`src/rtl/flowguard_pkg.sv`:
```
package flowguard_pkg;

  localparam int NUM_FLAGS = 7;

  localparam logic [3:0] OFF_CTRL    = 4'd0;
  localparam logic [3:0] OFF_FLAGS   = 4'd1;
  localparam logic [3:0] OFF_RELOAD  = 4'd2;
  localparam logic [3:0] OFF_START   = 4'd3;
  localparam logic [3:0] OFF_STOP    = 4'd4;
  localparam logic [3:0] OFF_RESTART = 4'd5;
  localparam logic [3:0] OFF_ADDV    = 4'd6;
  localparam logic [3:0] OFF_SUBV    = 4'd10;
  localparam logic [3:0] OFF_SUB256  = 4'd13;
  localparam logic [3:0] OFF_SCRATCH = 4'd14;
  localparam logic [3:0] OFF_TIMER   = 4'd15;

  localparam int FLG_TMO   = 0;
  localparam int FLG_MIS   = 1;
  localparam int FLG_SEQ   = 2;
  localparam int FLG_WRAP  = 3;
  localparam int FLG_STATE = 4;
  localparam int FLG_ADDR  = 5;
  localparam int FLG_POR   = 6;

  typedef enum logic [1:0] {
    ACT_NONE = 2'd0,
    ACT_IRQ  = 2'd1,
    ACT_RST  = 2'd2,
    ACT_RSVD = 2'd3
  } act_e;

  typedef struct packed {
    logic lock;
    logic dbg_halt;
    logic rsv_one;
    logic irq_pause;
    act_e a_addr;
    act_e a_state;
    act_e a_seq;
    act_e a_mis;
    act_e a_tmo;
  } ctrl_t;

  localparam ctrl_t CTRL_RESET = 14'h0800;

  // Step size selected by a step offset (6..13): the data word for the
  // free-value offsets, a fixed power of sixteen for the others.
  function automatic logic [31:0] step_amount(input logic [3:0] off,
                                              input logic [31:0] data);
    logic [1:0] sel;
    sel = off[1:0] - 2'd2;
    case (sel)
      2'd0:    step_amount = data;
      2'd1:    step_amount = 32'd1;
      2'd2:    step_amount = 32'd16;
      default: step_amount = 32'd256;
    endcase
  endfunction

  // Exact add or subtract in 33 bits; any bit above the counter width
  // marks a result outside the counter range.
  function automatic logic [32:0] counter_step(input logic [31:0] cur,
                                               input logic [31:0] amt,
                                               input logic        sub);
    counter_step = sub ? ({1'b0, cur} - {1'b0, amt})
                       : ({1'b0, cur} + {1'b0, amt});
  endfunction

endpackage

```
`src/rtl/flowguard_counter.sv`:
```
module flowguard_counter
  import flowguard_pkg::*;
#(
  parameter int CNT_W = 32
) (
  input  logic             clk,
  input  logic             rst_n,
  input  logic             load,
  input  logic [CNT_W-1:0] load_val,
  input  logic             step_en,
  input  logic             step_sub,
  input  logic [31:0]      step_amt,
  input  logic             cmp_en,
  input  logic [CNT_W-1:0] cmp_val,
  output logic             mismatch,
  output logic             wrap
);

  logic [CNT_W-1:0] cnt_q;
  logic [32:0]      step_res;

  always_comb begin
    step_res = counter_step(32'(cnt_q), step_amt, step_sub);
    wrap     = step_en && (step_res[32:CNT_W] != '0);
    mismatch = cmp_en && (cnt_q != cmp_val);
  end

  always_ff @(posedge clk or negedge rst_n) begin
    if (!rst_n)       cnt_q <= '0;
    else if (load)    cnt_q <= load_val;
    else if (step_en) cnt_q <= step_res[CNT_W-1:0];
  end

  // with no load and no step, the counter cannot move
  a_r8_cnt_hold: assert property (@(posedge clk) disable iff (!rst_n)
    (!load && !step_en) |=> $stable(cnt_q));

endmodule

```
`src/rtl/flowguard_timer.sv`:
```
module flowguard_timer #(
  parameter int TMR_W = 32
) (
  input  logic             clk,
  input  logic             rst_n,
  input  logic             load,
  input  logic [TMR_W-1:0] load_val,
  input  logic             dec_en,
  output logic [TMR_W-1:0] tmr,
  output logic             expire
);

  logic [TMR_W-1:0] tmr_q;

  assign tmr    = tmr_q;
  assign expire = dec_en && (tmr_q == '0);

  always_ff @(posedge clk or negedge rst_n) begin
    if (!rst_n)                       tmr_q <= '0;
    else if (load)                    tmr_q <= load_val;
    else if (dec_en && tmr_q != '0)   tmr_q <= tmr_q - 1'b1;
  end

  // a frozen or disarmed timer keeps its value
  a_r7_hold: assert property (@(posedge clk) disable iff (!rst_n)
    (!load && !dec_en) |=> $stable(tmr_q));

  // a running timer never rises without a reload
  a_r6_no_rise: assert property (@(posedge clk) disable iff (!rst_n)
    (!load) |=> (tmr_q <= $past(tmr_q)));

endmodule

```
`src/rtl/flowguard_faults.sv`:
```
module flowguard_faults
  import flowguard_pkg::*;
(
  input  logic                 clk,
  input  logic                 rst_n,
  input  logic [NUM_FLAGS-1:0] evt,
  input  logic                 clr_we,
  input  logic [NUM_FLAGS-1:0] clr_mask,
  input  ctrl_t                ctrl,
  output logic [NUM_FLAGS-1:0] flags,
  output logic                 irq_req,
  output logic                 rst_req
);

  logic [NUM_FLAGS-1:0] flags_q;
  logic [NUM_FLAGS-1:0] irq_vec;
  logic [NUM_FLAGS-1:0] rst_vec;
  act_e                 acts [NUM_FLAGS];

  always_comb begin
    for (int i = 0; i < NUM_FLAGS; i++) acts[i] = ACT_NONE;
    acts[FLG_TMO]   = ctrl.a_tmo;
    acts[FLG_MIS]   = ctrl.a_mis;
    acts[FLG_SEQ]   = ctrl.a_seq;
    acts[FLG_STATE] = ctrl.a_state;
    acts[FLG_ADDR]  = ctrl.a_addr;
  end

  for (genvar i = 0; i < NUM_FLAGS; i++) begin : g_route
    assign irq_vec[i] = flags_q[i] && (acts[i] == ACT_IRQ);
    assign rst_vec[i] = flags_q[i] && (acts[i] == ACT_RST);
  end

  assign flags   = flags_q;
  assign irq_req = |irq_vec;
  assign rst_req = |rst_vec;

  always_ff @(posedge clk or negedge rst_n) begin
    if (!rst_n) begin
      flags_q          <= '0;
      flags_q[FLG_POR] <= 1'b1;
    end else begin
      flags_q <= (flags_q & ~(clr_we ? clr_mask : '0)) | evt;
    end
  end

  // a fresh event is always recorded on the next edge
  a_r11_evt_sticky: assert property (@(posedge clk) disable iff (!rst_n)
    (|evt) |=> (|flags_q));

  // requests only ever come from a recorded fault
  a_r11_req_src: assert property (@(posedge clk) disable iff (!rst_n)
    (irq_req || rst_req) |-> (flags_q != '0));

endmodule

```
`src/rtl/flowguard_top.sv`:
```
module flowguard_top
  import flowguard_pkg::*;
#(
  parameter int CNT_W  = 32,
  parameter int TMR_W  = 32,
  parameter int ADDR_W = 5
) (
  input  logic              clk,
  input  logic              rst_n,
  input  logic              bus_wr,
  input  logic              bus_rd,
  input  logic [ADDR_W-1:0] bus_addr,
  input  logic [31:0]       bus_wdata,
  output logic [31:0]       bus_rdata,
  input  logic              irq_active,
  input  logic              debug_active,
  output logic              irq_req,
  output logic              rst_req
);

  localparam int CTRL_W = $bits(ctrl_t);

  logic                 running;
  ctrl_t                ctrl_q;
  logic [TMR_W-1:0]     reload_q;
  logic [31:0]          scratch_q;
  logic                 mapped;
  logic [3:0]           off;
  logic                 w_ctrl, w_flags, w_reload, w_start, w_stop;
  logic                 w_restart, w_step, w_scratch;
  logic                 start_ok, stop_ok, restart_ok;
  logic                 seq_err, state_err, bad_addr;
  logic                 hold, dec_en, expire, mismatch, wrap;
  logic [TMR_W-1:0]     tmr;
  logic [NUM_FLAGS-1:0] evt, flags;

  if (ADDR_W > 4) begin : g_hi_addr
    assign mapped = ~|bus_addr[ADDR_W-1:4];
  end else begin : g_no_hi
    assign mapped = 1'b1;
  end

  assign off = bus_addr[3:0];

  always_comb begin
    w_ctrl     = bus_wr && mapped && off == OFF_CTRL;
    w_flags    = bus_wr && mapped && off == OFF_FLAGS;
    w_reload   = bus_wr && mapped && off == OFF_RELOAD;
    w_start    = bus_wr && mapped && off == OFF_START;
    w_stop     = bus_wr && mapped && off == OFF_STOP;
    w_restart  = bus_wr && mapped && off == OFF_RESTART;
    w_step     = bus_wr && mapped && off >= OFF_ADDV && off <= OFF_SUB256;
    w_scratch  = bus_wr && mapped && off == OFF_SCRATCH;
    start_ok   = w_start && !running;
    stop_ok    = w_stop && running;
    restart_ok = w_restart && running;
    seq_err    = (w_start && running) ||
                 ((w_stop || w_restart || w_step) && !running);
    state_err  = w_ctrl && running;
    bad_addr   = (bus_wr || bus_rd) && !mapped;
    hold       = (ctrl_q.irq_pause && irq_active) ||
                 (ctrl_q.dbg_halt && debug_active);
    dec_en     = running && !hold;
  end

  always_comb begin
    evt            = '0;
    evt[FLG_TMO]   = expire;
    evt[FLG_MIS]   = mismatch;
    evt[FLG_SEQ]   = seq_err;
    evt[FLG_WRAP]  = wrap;
    evt[FLG_STATE] = state_err;
    evt[FLG_ADDR]  = bad_addr;
  end

  flowguard_counter #(.CNT_W(CNT_W)) u_cnt (
    .clk      (clk),
    .rst_n    (rst_n),
    .load     (start_ok || restart_ok),
    .load_val (bus_wdata[CNT_W-1:0]),
    .step_en  (w_step && running),
    .step_sub (off >= OFF_SUBV),
    .step_amt (step_amount(off, bus_wdata)),
    .cmp_en   (stop_ok || restart_ok),
    .cmp_val  (bus_wdata[CNT_W-1:0]),
    .mismatch (mismatch),
    .wrap     (wrap)
  );

  flowguard_timer #(.TMR_W(TMR_W)) u_tmr (
    .clk      (clk),
    .rst_n    (rst_n),
    .load     (start_ok || restart_ok),
    .load_val (reload_q),
    .dec_en   (dec_en),
    .tmr      (tmr),
    .expire   (expire)
  );

  flowguard_faults u_flt (
    .clk      (clk),
    .rst_n    (rst_n),
    .evt      (evt),
    .clr_we   (w_flags),
    .clr_mask (bus_wdata[NUM_FLAGS-1:0]),
    .ctrl     (ctrl_q),
    .flags    (flags),
    .irq_req  (irq_req),
    .rst_req  (rst_req)
  );

  always_ff @(posedge clk or negedge rst_n) begin
    if (!rst_n) begin
      running   <= 1'b0;
      ctrl_q    <= CTRL_RESET;
      reload_q  <= '0;
      scratch_q <= '0;
    end else begin
      if (start_ok || restart_ok)  running <= 1'b1;
      else if (stop_ok || expire)  running <= 1'b0;
      if (w_ctrl && !running && !ctrl_q.lock && bus_wdata[11])
        ctrl_q <= ctrl_t'(bus_wdata[CTRL_W-1:0]);
      if (w_reload)  reload_q  <= bus_wdata[TMR_W-1:0];
      if (w_scratch) scratch_q <= bus_wdata;
    end
  end

  always_comb begin
    bus_rdata = '0;
    if (mapped) begin
      case (off)
        OFF_CTRL:    bus_rdata = running ? 32'd0 : 32'(ctrl_q);
        OFF_FLAGS:   bus_rdata = 32'(flags);
        OFF_RELOAD:  bus_rdata = 32'(reload_q);
        OFF_SCRATCH: bus_rdata = scratch_q;
        OFF_TIMER:   bus_rdata = 32'(tmr);
        default:     bus_rdata = '0;
      endcase
    end
  end

  // an accepted start arms the block
  a_r2_start_arms: assert property (@(posedge clk) disable iff (!rst_n)
    start_ok |=> running);

  // an accepted stop disarms the block
  a_r4_stop_idles: assert property (@(posedge clk) disable iff (!rst_n)
    stop_ok |=> !running);

  // control writes while armed leave the control word alone
  a_r9_ctrl_frozen: assert property (@(posedge clk) disable iff (!rst_n)
    state_err |=> $stable(ctrl_q));

  // a locked control word never changes
  a_r12_lock_holds: assert property (@(posedge clk) disable iff (!rst_n)
    ctrl_q.lock |=> $stable(ctrl_q));

endmodule

```
`config.mk`:
```
export PLATFORM = sky130hd
export DESIGN_NAME = flowguard_top
export DESIGN_NICKNAME = d
export VERILOG_FILES = /design/src/rtl/flowguard_pkg.sv /design/src/rtl/flowguard_counter.sv /design/src/rtl/flowguard_timer.sv /design/src/rtl/flowguard_faults.sv /design/src/rtl/flowguard_top.sv
export SDC_FILE = /design/constraint.sdc
export NUM_CORES = 1
export LEC_CHECK = 0
export CAP_MARGIN = 20
export CORE_ASPECT_RATIO = 1.1
export CORE_MARGIN = 2
export CORE_UTILIZATION = 30
export DETAILED_ROUTE_END_ITERATION = 7
export SYNTH_ARGS = -nofsm -noshare
export SYNTH_HDL_FRONTEND = slang
export SYNTH_SLANG_ARGS = --single-unit
```
`constraint.sdc`:
```
create_clock -name clk -period 3.85 [get_ports clk]
set_input_delay 0.77 -clock clk [delete_from_list [all_inputs] [get_ports clk]]
set_output_delay 0.77 -clock clk [all_outputs]
set_load 0.005 [all_outputs]
```
; Yosys cells after proc, flatten, opt, wreduce, memory -nomap -nowiden
; Index checks and enable logic that the tools add are counted.
[word_totals]
register_bits = 150
latchBits = 0
ramBits = 0
romBits = 0
in_bits = 43
out_inout_bits = 34
mem_count = 0
[op_classes]
add_sub_neg = 4
n_mul = 0
div = 0
magnitude_cmp = 3
n_eq_ne = 20
shifts = 0
muxes = 12
n_bitwise = 3
n_reduce_logical = 59
[ops]
columns = operator, count
row1 = two-way mux 32 bit, 5
row2 = case mux 32 bit (5 select lines), 1
row3 = case mux 32 bit (3 select lines), 1
row4 = logical AND 1 bit, 38
row5 = adder 32 x 32 -> 33 bit, 1
row6 = two-way mux 33 bit, 1
row7 = subtractor 32 x 32 -> 33 bit, 1
row8 = logical NOT 32 bit, 1
row9 = inequality test 32 bit, 1
row10 = nonzero test 32 bit, 1
row11 = "subtractor 32 x 1 -> 32 bit, second input constant", 1
row12 = two-way mux 14 bit, 1
row13 = "equality test 2 x 1 -> 1 bit, second input constant", 6
row14 = "equality test 2 bit, second input constant", 6
row15 = OR reduction 5 bit, 2
row16 = "equality test 4 x 2 -> 1 bit, second input constant", 2
row17 = "equality test 4 x 3 -> 1 bit, second input constant", 2
row18 = "equality test 4 bit, second input constant", 2
row19 = logical OR 1 bit, 8
row20 = bitwise AND 7 bit, 1
row21 = two-way mux 7 bit, 1
row22 = NOT 7 bit, 1
row23 = OR 7 x 6 -> 7 bit, 1
row24 = nonzero test 2 bit, 3
row25 = 9 further kinds, 13

; Logic depth before layout (Yosys ltp)
[depth]
ltp_word = 8
ltp_mapped = 22
depth_no_buf = 20

; Cells and area by module
; From an unflattened synthesis, not the netlist that was laid out.
[hier_totals]
hier_cells = 1237
area_unflattened_um2 = 11790.1
[modules_own_cells]
columns = module, instances, cells_each, area_each_um2, seq_area_each_um2
row1 = flowguard_top, 1, 418, 4808.4, 1978.1
row2 = flowguard_counter, 1, 552, 4474.3, 800.8
row3 = flowguard_timer, 1, 229, 2157.1, 800.8
row4 = flowguard_faults, 1, 38, 350.3, 176.4

; Least setup slack after synthesis
; Ideal clock, no wire load.
[synth_path]
kind = in2reg
startpoint = input port bus_addr[0]
endpoint = register u_cnt.cnt_q[26]
arrival_ps = 4388
setup_slack_ps = -662
path_stages = 21
n_path_buf = 2
path_cell_list = inv_1 -> ha_1 -> clkbuf_1 -> clkbuf_1 -> a22oi_1 -> ha_1 -> nand3_1 -> o21ai_0 -> xor2_1 -> nor2_1 -> a21oi_1 -> ha_1 -> and4_1 -> and3_1 -> o21ai_0 -> a211o_1 -> a41oi_1 -> o21ai_0 -> nor4bb_1 -> o31ai_1 -> nand2_1
[synth_between]
elab_chain_cells = 7
elab_cells_between_ends = 24
[synth_rtl]
columns = item, line
row1 = start: declaration, flowguard_top.sv:12  ; input logic [ADDR_W-1:0] bus_addr,
row2 = subtractor 2 bit, flowguard_pkg.sv:51  ; sel = off[1:0] - 2'd2;
row3 = "equality test 2 bit, or another cell as far along", flowguard_pkg.sv:52  ; case (sel)
row4 = case mux 32 bit (3 select lines), flowguard_pkg.sv:52
row5 = adder 32 x 32 -> 33 bit or subtractor 32 x 32 -> 33 bit (tied branches), "flowguard_pkg.sv:66, flowguard_pkg.sv:65"
row6 = two-way mux 33 bit, flowguard_pkg.sv:65  ; counter_step = sub ? ({1'b0, cur} - {1'b0, amt})
row7 = two-way mux 32 bit, flowguard_counter.sv:31  ; else if (step_en) cnt_q <= step_res[CNT_W-1:0];
row8 = two-way mux 32 bit, flowguard_counter.sv:30  ; else if (load) cnt_q <= load_val;
row9 = end signal: assignment, flowguard_counter.sv:30
row10 = end signal: assignment, flowguard_counter.sv:31
row11 = end: declaration, flowguard_counter.sv:19  ; logic [CNT_W-1:0] cnt_q;
; Several ways; a longest one is shown, not always the timed one. The select of a mux whose other input is x is not followed.
; A chain may end at the register's enable or synchronous reset.

; Worst setup path after layout
[layout_path]
startpoint = input port bus_wdata[4]
endpoint = register u_cnt.cnt_q[29]
[layout_between]
elab_chain_cells = 5
elab_cells_between_ends = 6
[layout_rtl]
columns = item, line
row1 = start: declaration, flowguard_top.sv:13  ; input logic [31:0] bus_wdata,
row2 = case mux 32 bit (3 select lines) (*), flowguard_pkg.sv:52
row3 = adder 32 x 32 -> 33 bit or subtractor 32 x 32 -> 33 bit (tied branches), "flowguard_pkg.sv:66, flowguard_pkg.sv:65"
row4 = two-way mux 33 bit (*), flowguard_pkg.sv:65
row5 = two-way mux 32 bit (*), flowguard_counter.sv:31
row6 = two-way mux 32 bit (*), flowguard_counter.sv:30
; Mark *: on every way between the ends. The rest lies on a longest branch, timed or not. The select of a mux whose other input is x is not followed.

==> impl_metrics.json <==
{
  "grt_pass1_wl_mm": 54.8,
  "intPower_uw": 5520,
  "grt_antenna_before_repair": 1,
  "setup_viol": 1,
  "p_leak_uw": 0.00617,
  "power_uw": 8860,
  "synth_top_area_cell": "dfrtp_1",
  "vdd_drop_max_mv": 0.264,
  "final_cells": 1827,
  "finalClockSkew_ns": 0.0105,
  "die-width_um": 180,
  "synthAdderAreaFrac_pct": 4.87,
  "diodes": 0,
  "start_util_pct": 30.6,
  "seqPwrFrac_pct": 29.1,
  "num_rows": 70,
  "synth-xor-area-share_pct": 8.44,
  "fp.dieArea_um2": 35400,
  "cellPowerDensity_nw_per_um2": 614,
  "syn_nets": 1210,
  "p_sw_share_pct": 37.7,
  "finalWirelength_mm": 35.0,
  "cts_sinks": 150,
  "grt_overflow": 0,
  "avgViaCountPerCell": 5.46,
  "place.gp.congestion": 0.898,
  "yosysMostFrequentCell": "dfrtp_1",
  "core_area_um2": 33300,
  "crit_fanout": 4,
  "port-buffer-count": 76,
  "wl_per_cell_um": 19.2,
  "synth_compound_area_share_pct": 21.3,
  "critical_path_class": "in2reg",
  "relSlewSlack_pct": 45.3,
  "synth_cell_types": 68,
  "synth_common_cells": "148 x dfrtp_1, 117 x nand2_1, 78 x mux2_2",
  "cts-buffers-inserted": 17,
  "cts_tree": "done",
  "power_frac_comb_pct": 50.0,
  "drtPass1Iterations": 8,
  "synth_edf_count": 0,
  "synth_top_family_by_area": "compound AO/OA/AOI/OAI gates",
  "dp_cells": 1762,
  "cp-start-kind": "input pin",
  "maxCapViolCount": 0,
  "final_cell_area_um2": 14400,
  "grt_usage_pct": 19.4,
  "critPathRequiredTime_ns": 4.15,
  "dp_hpwl_mm": 25.2,
  "synth_top_flop_cell": "dfrtp_1",
  "switchingPower_uw": 3340,
  "final_util_pct": 43.4,
  "layout-drive-gt1-share_pct": 34.1,
  "pin_count": 77,
  "status": "finished with violations",
  "fp.dieH_um": 197,
  "htree_levels": 4,
  "route.detailed.drc": 0,
  "hold_violations": 0,
  "root_buffer": "clkbuf_16",
  "drtAntennaViolNets": 0,
  "ys_seq_area_share_pct": 36.9,
  "netlist_area_um2": 10200,
  "ctsLongestPathBuffers": 2,
  "arrival_ns": 4.16,
  "finalSetupTns_ns": -0.00594,
  "clk_pin_slew_worst_paths_ns": 0.06,
  "drt_iter0_drc": 864,
  "grt_max_degree": 100,
  "num_vias": 9971,
  "synth_mux_area_share_pct": 8.74,
  "hold_class": "in2async",
  "synth-simple-area-share_pct": 15.7,
  "slew_violations": 0,
  "synth.top_cell.area_share_pct": 36.4,
  "endpoint_kind": "flop",
  "worst_pin_slew_ns": 0.812,
  "fillerInstances": 3128,
  "synth-async-reset-ratio_pct": 100,
  "area_growth_pct": 42.0,
  "syn_avg_cell_area_um2": 9.02,
  "period_needed_ns": 3.86,
  "clk_latency_ns": 0.43,
  "rsz0062_at_grt": "true",
  "final.period_utilization_pct": 100,
  "setup_ws_ns": -0.00594,
  "failed_checks": "negative setup slack",
  "grt_pass1_vias": 10005,
  "final_nets": 1464,
  "ys.warnings.count": 0,
  "synth_seq_cells": 150,
  "placed_area_um2": 13000,
  "syn_inst": 1128,
  "netlist_top_cells_area": "dfrtp_1 36%, mux2_2 8.6%, xnor2_1 6.3%",
  "max_freq_mhz": 259,
  "p_clk_share_pct": 21.0
}
[state kept, by name, summed over array words and instances (netlist names)]
name / cells
u_cnt.cnt_q: 32
reload_q: 32
ctrl_q: 14
scratch_q: 32
u_tmr.tmr: 32
u_flt.flags: 7
running: 1
[layer usage]
metal  part of all wire, %  wire length [um]  vias up  track usage [%]
li1                      -                 -     4666                -
met1                    43             14900     4934             24.3
met2                    50             17400      298             33.2
met3                   4.0              1400       73             2.56
met4                   3.7              1310        0             9.03
met5                     0                 0        -                0
[through the flow]
step	hold slack, ns	setup slack, ns
floorplan	0.459	-0.201
global placement	0.470	-1.13
detailed placement	0.473	-1.14
CTS	0.388	-0.124
global route	0.418	-0.168
finish	0.370	-0.00594
[placed cells by master, fill, tap and decap left out, types with 21 or more instances in the layout]
cell / count
buf_4: 223
a21oi_1: 48
dfrtp_1: 148
o21ai_0: 54
a21o_1: 21
clkdlybuf4s50_1: 56
nand3_1: 24
xnor2_1: 73
mux2_2: 78
nand2_1: 112
a222oi_1: 26
xor2_1: 24
a22oi_1: 41
ha_1: 30
nor2_1: 65
[critical path, stage by stage]
cell and delay [ns]:
dlygate4sd2_1 0.32, a21oi_1 0.20, nor2_2 0.07, nor3_4 0.18
o21a_1 0.21, buf_6 0.12, buf_4 0.12, nand2_2 0.08
o21ai_1 0.17, mux2_2 0.34, nand2_1 0.07, ha_1 0.27
and2_4 0.19, nand4_1 0.14, buf_4 0.16, nor2_1 0.06
a21oi_2 0.13, nand3_2 0.12, a21oi_2 0.18, xor2_1 0.16
o21ai_1 0.09
[power by group through the flow]
stage	registers [uW]	clock network (uW)	logic [uW]
after floorplan	2440	0	2450
after global placement	2560	0	3870
after detailed placement	2580	0	3920
after CTS	2560	1880	4120
after global routing	2640	1950	4840
final	2580	1860	4430
[area by class of cell]
cell class,instances,area [um^2],area share (%)
timing repair buffer,321,2810,19.4
multi-input combinational,873,6600,45.7
clock buffer,22,484,3.35
sequential,150,3760,26.0
clock inverter,10,168,1.16
tap,432,541,3.74
inverter,19,83.8,0.580
[cell families (layout without fill, tap and decap cells)]
logic type | count (synthesis) | count (layout)
xor+xnor | 98 | 98
compound gates | 328 | 328
mux | 79 | 79
simple gates | 329 | 329
flops | 150 | 150
fa+ha+maj | 39 | 39
buf+inv | 105 | 372
[worst paths after layout]
path,start,endpoint,slack [ns],cells past startpoint
max in group asynchronous,rst_n,scratch_q[29],2.67,2
worst max-delay path,bus_wdata[4],u_cnt.cnt_q[29],-0.006,21
worst max register to register,u_cnt.cnt_q[0],u_cnt.cnt_q[24],1.01,14
worst min register to register,u_flt.flags[6],u_flt.flags[6],0.48,1
worst min-delay path,rst_n,ctrl_q[5],0.37,1
min in group clk,u_flt.flags[6],u_flt.flags[6],0.48,1
[timing repair]
item                                    4_1_cts  5_1_grt
pin swaps                                    39       57
gates resized for setup                      77       87
setup buffers                                16       18
hold buffers                                  0        0
endpoints found under the setup margin       33       20
No activity file was read; power rests on OpenSTA's default activity.
